[src/rtl/dmc_pkg.sv]
package dmc_pkg;
  typedef enum logic [1:0] {
    WM_THROUGH  = 2'd0,
    WM_BUFFERED = 2'd1,
    WM_COPYBACK = 2'd2
  } wmode_e;

  typedef enum logic [1:0] {
    ST_LOOKUP = 2'd0,
    ST_EVICT  = 2'd1,
    ST_FILL   = 2'd2
  } cst_e;
endpackage

[src/rtl/dmc_store.sv]
// Tag, valid, dirty and data arrays of the direct-mapped cache.
module dmc_store #(
  parameter int LINES  = 8,
  parameter int WORDS  = 4,
  parameter int IDX_W  = 3,
  parameter int OFF_W  = 2,
  parameter int TAG_W  = 3,
  parameter int DATA_W = 16
) (
  input  logic              clk,
  input  logic              rst_n,
  input  logic [IDX_W-1:0]  idx,
  input  logic [OFF_W-1:0]  rd_off,
  input  logic [OFF_W-1:0]  ev_off,
  output logic              line_vld,
  output logic              line_dty,
  output logic [TAG_W-1:0]  line_tag,
  output logic [DATA_W-1:0] rd_word,
  output logic [DATA_W-1:0] ev_word,
  input  logic              wr_en,
  input  logic [OFF_W-1:0]  wr_off,
  input  logic [DATA_W-1:0] wr_word,
  input  logic              fill_done,
  input  logic [TAG_W-1:0]  fill_tag,
  input  logic              mark_dirty
);
  logic [DATA_W-1:0] words [LINES][WORDS];
  logic [TAG_W-1:0]  tags  [LINES];
  logic [LINES-1:0]  vld, dty;

  assign line_vld = vld[idx];
  assign line_dty = dty[idx];
  assign line_tag = tags[idx];
  assign rd_word  = words[idx][rd_off];
  assign ev_word  = words[idx][ev_off];

  always_ff @(posedge clk) begin
    if (wr_en) words[idx][wr_off] <= wr_word;
    if (fill_done) tags[idx] <= fill_tag;
  end

  always_ff @(posedge clk) begin
    if (!rst_n) begin
      vld <= '0;
      dty <= '0;
    end else if (fill_done) begin
      vld[idx] <= 1'b1;
      dty[idx] <= 1'b0;
    end else if (mark_dirty) begin
      dty[idx] <= 1'b1;
    end
  end
endmodule

[src/rtl/dmc_wbuf.sv]
// Posted-write queue for buffered write-through.
module dmc_wbuf #(
  parameter int DEPTH  = 4,
  parameter int ADDR_W = 8,
  parameter int DATA_W = 16
) (
  input  logic              clk,
  input  logic              rst_n,
  input  logic              push,
  input  logic [ADDR_W-1:0] push_addr,
  input  logic [DATA_W-1:0] push_data,
  output logic              full,
  output logic              empty,
  output logic              m_valid,
  output logic [ADDR_W-1:0] m_addr,
  output logic [DATA_W-1:0] m_data,
  input  logic              m_ready
);
  localparam int PTR_W = (DEPTH > 1) ? $clog2(DEPTH) : 1;
  localparam int CNT_W = $clog2(DEPTH + 1);

  logic [ADDR_W-1:0] q_addr [DEPTH];
  logic [DATA_W-1:0] q_data [DEPTH];
  logic [PTR_W-1:0]  wp, rp;
  logic [CNT_W-1:0]  cnt;
  logic              pop;

  assign full    = (cnt == CNT_W'(DEPTH));
  assign empty   = (cnt == '0);
  assign m_valid = !empty;
  assign m_addr  = q_addr[rp];
  assign m_data  = q_data[rp];
  assign pop     = m_valid && m_ready;

  always_ff @(posedge clk) begin
    if (push) begin
      q_addr[wp] <= push_addr;
      q_data[wp] <= push_data;
    end
  end

  always_ff @(posedge clk) begin
    if (!rst_n) begin
      wp  <= '0;
      rp  <= '0;
      cnt <= '0;
    end else begin
      if (push) wp <= (wp == PTR_W'(DEPTH - 1)) ? '0 : wp + 1'b1;
      if (pop)  rp <= (rp == PTR_W'(DEPTH - 1)) ? '0 : rp + 1'b1;
      cnt <= cnt + CNT_W'(push) - CNT_W'(pop);
    end
  end
endmodule

[src/rtl/dmc_ctrl.sv]
// Lookup, eviction and fill sequencing.
module dmc_ctrl
  import dmc_pkg::*;
#(
  parameter wmode_e WMODE  = WM_COPYBACK,
  parameter int     ADDR_W = 8,
  parameter int     DATA_W = 16,
  parameter int     WORDS  = 4,
  parameter int     IDX_W  = 3,
  parameter int     OFF_W  = 2,
  parameter int     TAG_W  = 3
) (
  input  logic              clk,
  input  logic              rst_n,
  input  logic              cpu_req,
  input  logic              cpu_we,
  input  logic [ADDR_W-1:0] cpu_addr,
  input  logic [DATA_W-1:0] cpu_wdata,
  output logic              cpu_ready,
  output logic [IDX_W-1:0]  idx,
  output logic [OFF_W-1:0]  rd_off,
  output logic [OFF_W-1:0]  ev_off,
  input  logic              line_vld,
  input  logic              line_dty,
  input  logic [TAG_W-1:0]  line_tag,
  input  logic [DATA_W-1:0] ev_word,
  output logic              wr_en,
  output logic [OFF_W-1:0]  wr_off,
  output logic [DATA_W-1:0] wr_word,
  output logic              fill_done,
  output logic [TAG_W-1:0]  fill_tag,
  output logic              mark_dirty,
  input  logic              wb_full,
  input  logic              wb_empty,
  output logic              wb_push,
  output logic              m_valid,
  output logic              m_we,
  output logic [ADDR_W-1:0] m_addr,
  output logic [DATA_W-1:0] m_wdata,
  input  logic              m_ready,
  input  logic [DATA_W-1:0] m_rdata
);
  localparam logic [OFF_W-1:0] LAST = OFF_W'(WORDS - 1);

  cst_e             st, st_n;
  logic [OFF_W-1:0] beat, beat_n;
  logic [OFF_W-1:0] a_off;
  logic [TAG_W-1:0] a_tag;
  logic             hit, fill_blocked;

  assign a_off    = cpu_addr[OFF_W-1:0];
  assign idx      = cpu_addr[OFF_W +: IDX_W];
  assign a_tag    = cpu_addr[ADDR_W-1 -: TAG_W];
  assign rd_off   = a_off;
  assign ev_off   = beat;
  assign fill_tag = a_tag;
  assign hit      = line_vld && (line_tag == a_tag);
  assign fill_blocked = (WMODE == WM_BUFFERED) && !wb_empty;

  always_comb begin
    st_n       = st;
    beat_n     = beat;
    cpu_ready  = 1'b0;
    wr_en      = 1'b0;
    wr_off     = a_off;
    wr_word    = cpu_wdata;
    fill_done  = 1'b0;
    mark_dirty = 1'b0;
    wb_push    = 1'b0;
    m_valid    = 1'b0;
    m_we       = 1'b0;
    m_addr     = cpu_addr;
    m_wdata    = cpu_wdata;
    unique case (st)
      ST_LOOKUP: begin
        if (cpu_req && hit) begin
          if (!cpu_we) begin
            cpu_ready = 1'b1;
          end else if (WMODE == WM_THROUGH) begin
            m_valid = 1'b1;
            m_we    = 1'b1;
            if (m_ready) begin
              cpu_ready = 1'b1;
              wr_en     = 1'b1;
            end
          end else if (WMODE == WM_BUFFERED) begin
            if (!wb_full) begin
              wb_push   = 1'b1;
              wr_en     = 1'b1;
              cpu_ready = 1'b1;
            end
          end else begin
            wr_en      = 1'b1;
            mark_dirty = 1'b1;
            cpu_ready  = 1'b1;
          end
        end else if (cpu_req && !fill_blocked) begin
          beat_n = '0;
          st_n   = (WMODE == WM_COPYBACK && line_vld && line_dty) ? ST_EVICT : ST_FILL;
        end
      end
      ST_EVICT: begin
        m_valid = 1'b1;
        m_we    = 1'b1;
        m_addr  = {line_tag, idx, beat};
        m_wdata = ev_word;
        if (m_ready) begin
          beat_n = beat + 1'b1;
          if (beat == LAST) st_n = ST_FILL;
        end
      end
      ST_FILL: begin
        m_valid = 1'b1;
        m_addr  = {a_tag, idx, beat};
        if (m_ready) begin
          wr_en   = 1'b1;
          wr_off  = beat;
          wr_word = m_rdata;
          beat_n  = beat + 1'b1;
          if (beat == LAST) begin
            fill_done = 1'b1;
            st_n      = ST_LOOKUP;
          end
        end
      end
      default: st_n = ST_LOOKUP;
    endcase
  end

  always_ff @(posedge clk) begin
    if (!rst_n) begin
      st   <= ST_LOOKUP;
      beat <= '0;
    end else begin
      st   <= st_n;
      beat <= beat_n;
    end
  end
endmodule

[src/rtl/dmc_top.sv]
module dmc_top
  import dmc_pkg::*;
#(
  parameter wmode_e WMODE    = WM_COPYBACK,
  parameter int     ADDR_W   = 8,
  parameter int     DATA_W   = 16,
  parameter int     LINES    = 8,
  parameter int     WORDS    = 4,
  parameter int     WB_DEPTH = 4
) (
  input  logic              clk,
  input  logic              rst_n,
  input  logic              cpu_req,
  input  logic              cpu_we,
  input  logic [ADDR_W-1:0] cpu_addr,
  input  logic [DATA_W-1:0] cpu_wdata,
  output logic [DATA_W-1:0] cpu_rdata,
  output logic              cpu_ready,
  output logic              mem_valid,
  output logic              mem_we,
  output logic [ADDR_W-1:0] mem_addr,
  output logic [DATA_W-1:0] mem_wdata,
  input  logic              mem_ready,
  input  logic [DATA_W-1:0] mem_rdata
);
  localparam int OFF_W = $clog2(WORDS);
  localparam int IDX_W = $clog2(LINES);
  localparam int TAG_W = ADDR_W - OFF_W - IDX_W;

  logic [IDX_W-1:0]  idx;
  logic [OFF_W-1:0]  rd_off, ev_off, wr_off;
  logic              line_vld, line_dty, wr_en, fill_done, mark_dirty;
  logic [TAG_W-1:0]  line_tag, fill_tag;
  logic [DATA_W-1:0] ev_word, wr_word;
  logic              wb_full, wb_empty, wb_push;
  logic              c_valid, c_we;
  logic [ADDR_W-1:0] c_addr;
  logic [DATA_W-1:0] c_wdata;
  logic              b_valid, b_ready;
  logic [ADDR_W-1:0] b_addr;
  logic [DATA_W-1:0] b_data;

  dmc_store #(
    .LINES(LINES), .WORDS(WORDS), .IDX_W(IDX_W), .OFF_W(OFF_W),
    .TAG_W(TAG_W), .DATA_W(DATA_W)
  ) u_store (
    .clk(clk), .rst_n(rst_n), .idx(idx), .rd_off(rd_off), .ev_off(ev_off),
    .line_vld(line_vld), .line_dty(line_dty), .line_tag(line_tag),
    .rd_word(cpu_rdata), .ev_word(ev_word),
    .wr_en(wr_en), .wr_off(wr_off), .wr_word(wr_word),
    .fill_done(fill_done), .fill_tag(fill_tag), .mark_dirty(mark_dirty)
  );

  dmc_ctrl #(
    .WMODE(WMODE), .ADDR_W(ADDR_W), .DATA_W(DATA_W), .WORDS(WORDS),
    .IDX_W(IDX_W), .OFF_W(OFF_W), .TAG_W(TAG_W)
  ) u_ctrl (
    .clk(clk), .rst_n(rst_n),
    .cpu_req(cpu_req), .cpu_we(cpu_we), .cpu_addr(cpu_addr), .cpu_wdata(cpu_wdata),
    .cpu_ready(cpu_ready),
    .idx(idx), .rd_off(rd_off), .ev_off(ev_off),
    .line_vld(line_vld), .line_dty(line_dty), .line_tag(line_tag), .ev_word(ev_word),
    .wr_en(wr_en), .wr_off(wr_off), .wr_word(wr_word),
    .fill_done(fill_done), .fill_tag(fill_tag), .mark_dirty(mark_dirty),
    .wb_full(wb_full), .wb_empty(wb_empty), .wb_push(wb_push),
    .m_valid(c_valid), .m_we(c_we), .m_addr(c_addr), .m_wdata(c_wdata),
    .m_ready(mem_ready), .m_rdata(mem_rdata)
  );

  if (WMODE == WM_BUFFERED) begin : g_wbuf
    dmc_wbuf #(.DEPTH(WB_DEPTH), .ADDR_W(ADDR_W), .DATA_W(DATA_W)) u_wbuf (
      .clk(clk), .rst_n(rst_n),
      .push(wb_push), .push_addr(cpu_addr), .push_data(cpu_wdata),
      .full(wb_full), .empty(wb_empty),
      .m_valid(b_valid), .m_addr(b_addr), .m_data(b_data), .m_ready(b_ready)
    );
  end else begin : g_nobuf
    logic nobuf_unused;
    assign nobuf_unused = wb_push ^ b_ready;
    assign wb_full  = 1'b0;
    assign wb_empty = 1'b1;
    assign b_valid  = 1'b0;
    assign b_addr   = '0;
    assign b_data   = '0;
  end

  // Controller traffic and queue drain never overlap; controller wins if both.
  assign mem_valid = c_valid | b_valid;
  assign mem_we    = c_valid ? c_we : b_valid;
  assign mem_addr  = c_valid ? c_addr : b_addr;
  assign mem_wdata = c_valid ? c_wdata : b_data;
  assign b_ready   = mem_ready & ~c_valid;
endmodule

[config.mk]
export PLATFORM = sky130hd
export DESIGN_NAME = dmc_top
export DESIGN_NICKNAME = d
export VERILOG_FILES = /design/src/rtl/dmc_pkg.sv /design/src/rtl/dmc_store.sv /design/src/rtl/dmc_wbuf.sv /design/src/rtl/dmc_ctrl.sv /design/src/rtl/dmc_top.sv
export SDC_FILE = /design/constraint.sdc
export NUM_CORES = 1
export LEC_CHECK = 0
export BUFFER_PORTS_ARGS = -buffer_cell sky130_fd_sc_hd__buf_2
export CORE_MARGIN = 8
export CORE_UTILIZATION = 45
export DETAILED_ROUTE_END_ITERATION = 6
export GPL_ROUTABILITY_DRIVEN = 0
export PLACE_DENSITY = 0.71
export SKIP_LAST_GASP = 1
export SYNTH_ARGS = -nofsm -noshare
export SYNTH_HDL_FRONTEND = slang
export SYNTH_HIERARCHICAL = 1
export SYNTH_SLANG_ARGS = --single-unit
[constraint.sdc]
create_clock -name clk -period 16.3 [get_ports clk]
set_input_delay 3.26 -clock clk [delete_from_list [all_inputs] [get_ports clk]]
set_output_delay 3.26 -clock clk [all_outputs]
set_load 0.05 [all_outputs]
==> reports/summary.txt, run 1 <==
Crit-path max cell delay: 0.80 ns
Relative slew slack: 24.3%
Nets: 1463
Cell Rows: 83
Worst setup EP type: output port
Static leakage: 0.00871 uW
Setup Buffers After CTS: 0
Syn Inst Count: 1318
Syn Area/Cell: 17.5 um2
Slew @ Worst Pin: 1.13 ns
CP arrival: 6.71 ns
Multi-input logic area: 5990 um2
Critical R2R Launch: u_store/tags[2][1]$_DFFE_PP_
Worst skew pair latency: 0.60 ns
Sink Count: 556
Gr ovfl total: 0
R2R cell count: 10
Power Dens Cells: 127 nW/um2
Via count: 12700
Antenna Cells: 0
Initial Util: 45.2%
Synth-to-Final Area Change: 12.6%
GRT Overall Usage: 18.1%
Clk buf depth: 3
Post-Syn Area: 23000 um2
Share of layout cells above drive strength 1: 25.9%
Vias in the first global route: 12900
Status: finished with violations
Full die area: 58700 um2
Ports: 88
Worst setup endpoint: mem_wdata[4]
Drt wl/cell: 25.5 um
Post-DRT Antenna Nets: 0
Fin. Hold Viols: 0
Final setup viols: 0
CP Data Required Time: 13.04 ns
Crit Path Max Fanout: 65
Final period util: 61.2%
Fmax: 100 MHz
Peak supply drop: 0.0709 mV
Mapped Nets: 1367
Violated checks: DRC
Reg-to-Reg End: u_store/words[4][56]$_DFFE_PP_
Fillers: 4078
Die Span Y: 242 um
CP Cell Sequence: clkbuf_8 > buf_4 > nor3_2 > a22oi_1 > o31ai_1 > o311ai_1 > o21ai_1 > mux2_2 > and2_2 > buf_2
Largest net degree at the start of global routing: 66
Yosys warns: 6
Max Cap Violations: 0
Residual DRC: 11
Pre-antenna DRT Iters: 7
Htree depth: 2
Worst Setup SP: cpu_addr[2]
Detailed placement HPWL: 33400 um
Clock transition at path regs: 0.06 ns
Antenna violations before repair: 0
IO Port Bufs: 87
Crit path time final: 9.97 ns
Worst Setup Start Kind: input pin
Worst min path class: reg -> reg
DRT iter0 DRCs: 1474
First-pass GRT wire length: 81900 um
RSZ-0062 raised after global routing: no
Routed WL: 54600 um
# hold bufs at CTS: 0
Num CTS Buffers: 56
CTS tree: yes
Die X: 242 um
Routed vias/inst: 5.95
Max stage delay cell, worst path: buf_4
Max Clock Skew: 0.0243 ns
Number of gates resized after cts: 0
Root buf cell: clkbuf_16
Layout Utilization: 50.9%
Final slew viol count: 0
Core footprint: 51000 um2
Setup TNS: 0 ns
Type of the worst setup path: in -> out
Register area: 16500 um2
Setup slack, reg-to-reg: 12.43 ns
-- metal layers --
metal  global-route usage, %  routed length, um  vias to the layer above  share of wire (%)
li1                        -                  -                     5427                  -
met1                    23.2              21000                     6513                 38
met2                    30.9              27600                      675                 51
met3                    3.31               4350                      112                8.0
met4                    6.28               1680                        0                3.1
met5                       0                  0                        -                  0
-- power by group --
| group | internal [uW] | switching (uW) |
|---|---|---|
| Clock | 756 | 522 |
| Sequential | 1630 | 3.08 |
| Combinational | 107 | 291 |
-- metrics by stage --
step                      setup WS, ns  instance area (um2)  total power (uW)  std cells  hold slack [ns]
final                             6.33                25900              3300       2138            0.459
after global placement            6.24                24100              2050       2036            0.443
after detailed placement          6.26                24100              2050       2036            0.447
after global routing              6.02                25900              3400       2138            0.481
after floorplan                   7.51                23000              1940       1318            0.435
after CTS                         6.25                25900              3320       2138            0.462
-- how the worst min path moves through the flow --
| stage | end | start | slack [ns] | depth (start not counted) |
|---|---|---|---|---|
| finish | u_store/vld[3]$_SDFFE_PN0P_ | u_store/vld[3]$_SDFFE_PN0P_ | 0.46 | 1 |
| global route | u_store/vld[3]$_SDFFE_PN0P_ | u_store/vld[3]$_SDFFE_PN0P_ | 0.48 | 1 |
| CTS | u_store/vld[3]$_SDFFE_PN0P_ | u_store/vld[3]$_SDFFE_PN0P_ | 0.46 | 1 |
| detailed placement | u_store/vld[3]$_SDFFE_PN0P_ | u_store/vld[3]$_SDFFE_PN0P_ | 0.45 | 1 |
| global placement | u_store/vld[3]$_SDFFE_PN0P_ | u_store/vld[3]$_SDFFE_PN0P_ | 0.44 | 1 |
| floorplan | u_store/vld[3]$_SDFFE_PN0P_ | u_store/vld[3]$_SDFFE_PN0P_ | 0.44 | 1 |
-- sequential cells by signal, summed over array words and instances (netlist names), named ones only --
| signal | cells |
|---|---|
| u_ctrl/st | 2 |
| u_ctrl/ev_off | 2 |
| u_store/words | 512 |
| u_store/tags | 24 |
| u_store/vld | 8 |
-- critical path, delay by kind of cell --
family          cells  cell delay [ns]
simple gates        2             0.36
buf+inv             3             1.57
mux                 1             0.30
compound gates      4             1.18
-- layout by cell type (no fill, tap or decap), types with 10 or more instances in the layout --
cell type and instances:
mux2i_1 24, clkbuf_16 57, a211oi_1 10, mux2_2 39, mux4_2 93, clkbuf_1 10, mux4_1 19, nand2_1 177
buf_4 38, a21oi_1 23, dfxtp_1 20, buf_2 85, nor2_1 70, clkinv_2 13, and2_1 13, o22ai_1 48
edfxtp_1 536, and2_2 19
-- area by class of cell --
type | instances | share of cell area [%]
tap | 680 | 3.28
clock inverter | 30 | 1.18
sequential | 556 | 63.6
multi-input combinational | 667 | 23.1
clock buffer | 72 | 5.91
inverter | 8 | 0.121
timing repair buffer | 125 | 2.84
No activity file was read; power rests on OpenSTA's default activity.
==> run 2: changes to the inputs <==
==> constraint.sdc (replaced) <==
create_clock -name clk -period 9.92 [get_ports clk]
set_input_delay 1.984 -clock clk [delete_from_list [all_inputs] [get_ports clk]]
set_output_delay 1.984 -clock clk [all_outputs]
set_load 0.05 [all_outputs]
==> run 2 against run 1 <==
The flow now finishes without violations. Power grew 60%. Register-to-register slack worse by 6.5 ns. Wire length shrank 2.4%. Via count fell by 0.78%. Utilization shrank 0.29 points. Setup slack worse by 4.1 ns. Critical path depth down 1. Critical path type unchanged. Critical endpoint is now cpu_ready. Largest cell class unchanged.
==> reports/summary.txt, run 2 (same netlist as run 1, synthesis figures left out) <==
RSZ-0062 raised after global routing: no
Max reg flops: 512
Type of the worst setup path: in -> out
Htree depth: 2
Number of gates resized after cts: 0
Peak supply drop: 0.138 mV
Core footprint: 51000 um2
Clock power share: 37.2%
Hold slack: 0.466 ns
Power Dens Cells: 205 nW/um2
Setup Buffers After CTS: 0
Most frequent cells in the layout: 536 x edfxtp_1, 177 x nand2_1, 93 x mux4_2
Antenna violations before repair: 1
Static leakage: 0.00862 uW
Slew @ Worst Pin: 1.08 ns
CTS tree: yes
Worst Setup Start Kind: input pin
Top reg by flops: u_store/words
Post-DRT Antenna Nets: 0
Via count: 12600
Multi-input logic area: 5990 um2
Detailed placement HPWL: 32800 um
Fin. Hold Viols: 0
Clock transition at path regs: 0.06 ns
Root buf cell: clkbuf_16
Setup TNS: 0 ns
Share of layout cells above drive strength 1: 25.3%
Pint: 3960 uW
Worst setup EP type: output port
Initial Util: 45.2%
Die Span Y: 242 um
IO Port Bufs: 87
Full die area: 58700 um2
CP arrival: 5.68 ns
Final setup viols: 0
Die X: 242 um
Switching Power: 1330 uW
Routed vias/inst: 5.91
Biggest regs: u_store/words: 512 flops, u_store/tags: 24 flops, u_store/vld: 8 flops
Placed Area: 24100 um2
Crit Path Max Fanout: 36
Comb pwr share: 12.1%
Fillers: 4024
Vias in the first global route: 12600
Drt wl/cell: 24.9 um
Register area: 16500 um2
Sequential Power Share: 50.7%
Largest net degree at the start of global routing: 84
Fmax: 130 MHz
Final period util: 77.3%
Gr ovfl total: 0
Relative slew slack: 28.3%
Status: finished clean
Synth-to-Final Area Change: 11.9%
Layout Utilization: 50.6%
Most common cell after layout, fill and taps aside: edfxtp_1
First-pass GRT wire length: 80300 um
Residual DRC: 0
GRT Overall Usage: 17.8%
Final slew viol count: 0
DRT iter0 DRCs: 1415
Worst skew pair latency: 0.61 ns
Max Cap Violations: 0
Worst min path class: reg -> reg
Crit path time final: 7.67 ns
Num CTS Buffers: 55
Routed WL: 53300 um
# hold bufs at CTS: 0
Nets: 1459
Pre-antenna DRT Iters: 6
Antenna Cells: 0
Clk buf depth: 3
Cell Rows: 83
Switching share of power: 25.1%
Sink Count: 556
Ports: 88
CP Data Required Time: 7.94 ns
Max Clock Skew: 0.0220 ns
Design area: 25800 um2
-- run 2: worst max-delay path: stages --
cell and delay [ns]:
buf_2 0.62, clkinv_2 0.71, buf_4 0.52, nor2_1 0.42
a22oi_1 0.16, o221ai_1 0.28, xor2_1 0.16, nor4_4 0.41
buf_2 0.34
-- run 2: power by group through the flow --
stage	Clock (uW)	Combinational [uW]	Sequential, uW
5_1_grt	2090	681	2680
4_1_cts	2000	641	2680
3_3_place_gp	0	627	2730
6_report	1970	642	2680
2_1_floorplan	0	466	2720
3_5_place_dp	0	640	2730
-- run 2: area by class of cell --
class | instances | area share (%)
clock buffers | 65 | 5.48
inverters | 8 | 0.121
repair buffers | 122 | 2.81
multi-input cells | 667 | 23.2
flip-flops and latches | 556 | 64.0
well taps | 680 | 3.30
clock inverters | 37 | 1.10
-- run 2: routing by layer --
metal	share of wire (%)	up-vias	GRT usage [%]
li1	-	5422	-
met1	38	6424	22.8
met2	49	643	29.5
met3	8.2	137	3.44
met4	4.0	2	7.63
met5	0.024	-	0
-- run 2: path summary, 6_finish.rpt --
path / endpoint / slack (ns) / start / cells after the start
worst max-delay path: cpu_ready / 2.25 / cpu_addr[4] / 9
worst min-delay path: u_store/vld[6]$_SDFFE_PN0P_ / 0.47 / u_store/vld[6]$_SDFFE_PN0P_ / 1
worst max register to register: u_store/words[4][50]$_DFFE_PP_ / 5.95 / u_store/tags[5][1]$_DFFE_PP_ / 9
worst min register to register: u_store/vld[6]$_SDFFE_PN0P_ / 0.47 / u_store/vld[6]$_SDFFE_PN0P_ / 1
-- run 2: metrics by stage --
| stage | std cells | setup WS [ns] | total power, uW |
|---|---|---|---|
| 3_5_place_dp | 2033 | 2.32 | 3370 |
| 5_1_grt | 2135 | 2.08 | 5460 |
| 3_3_place_gp | 2033 | 2.33 | 3360 |
| 2_1_floorplan | 1318 | 3.20 | 3190 |
| 4_1_cts | 2135 | 2.31 | 5320 |
| 6_report | 2135 | 2.25 | 5290 |
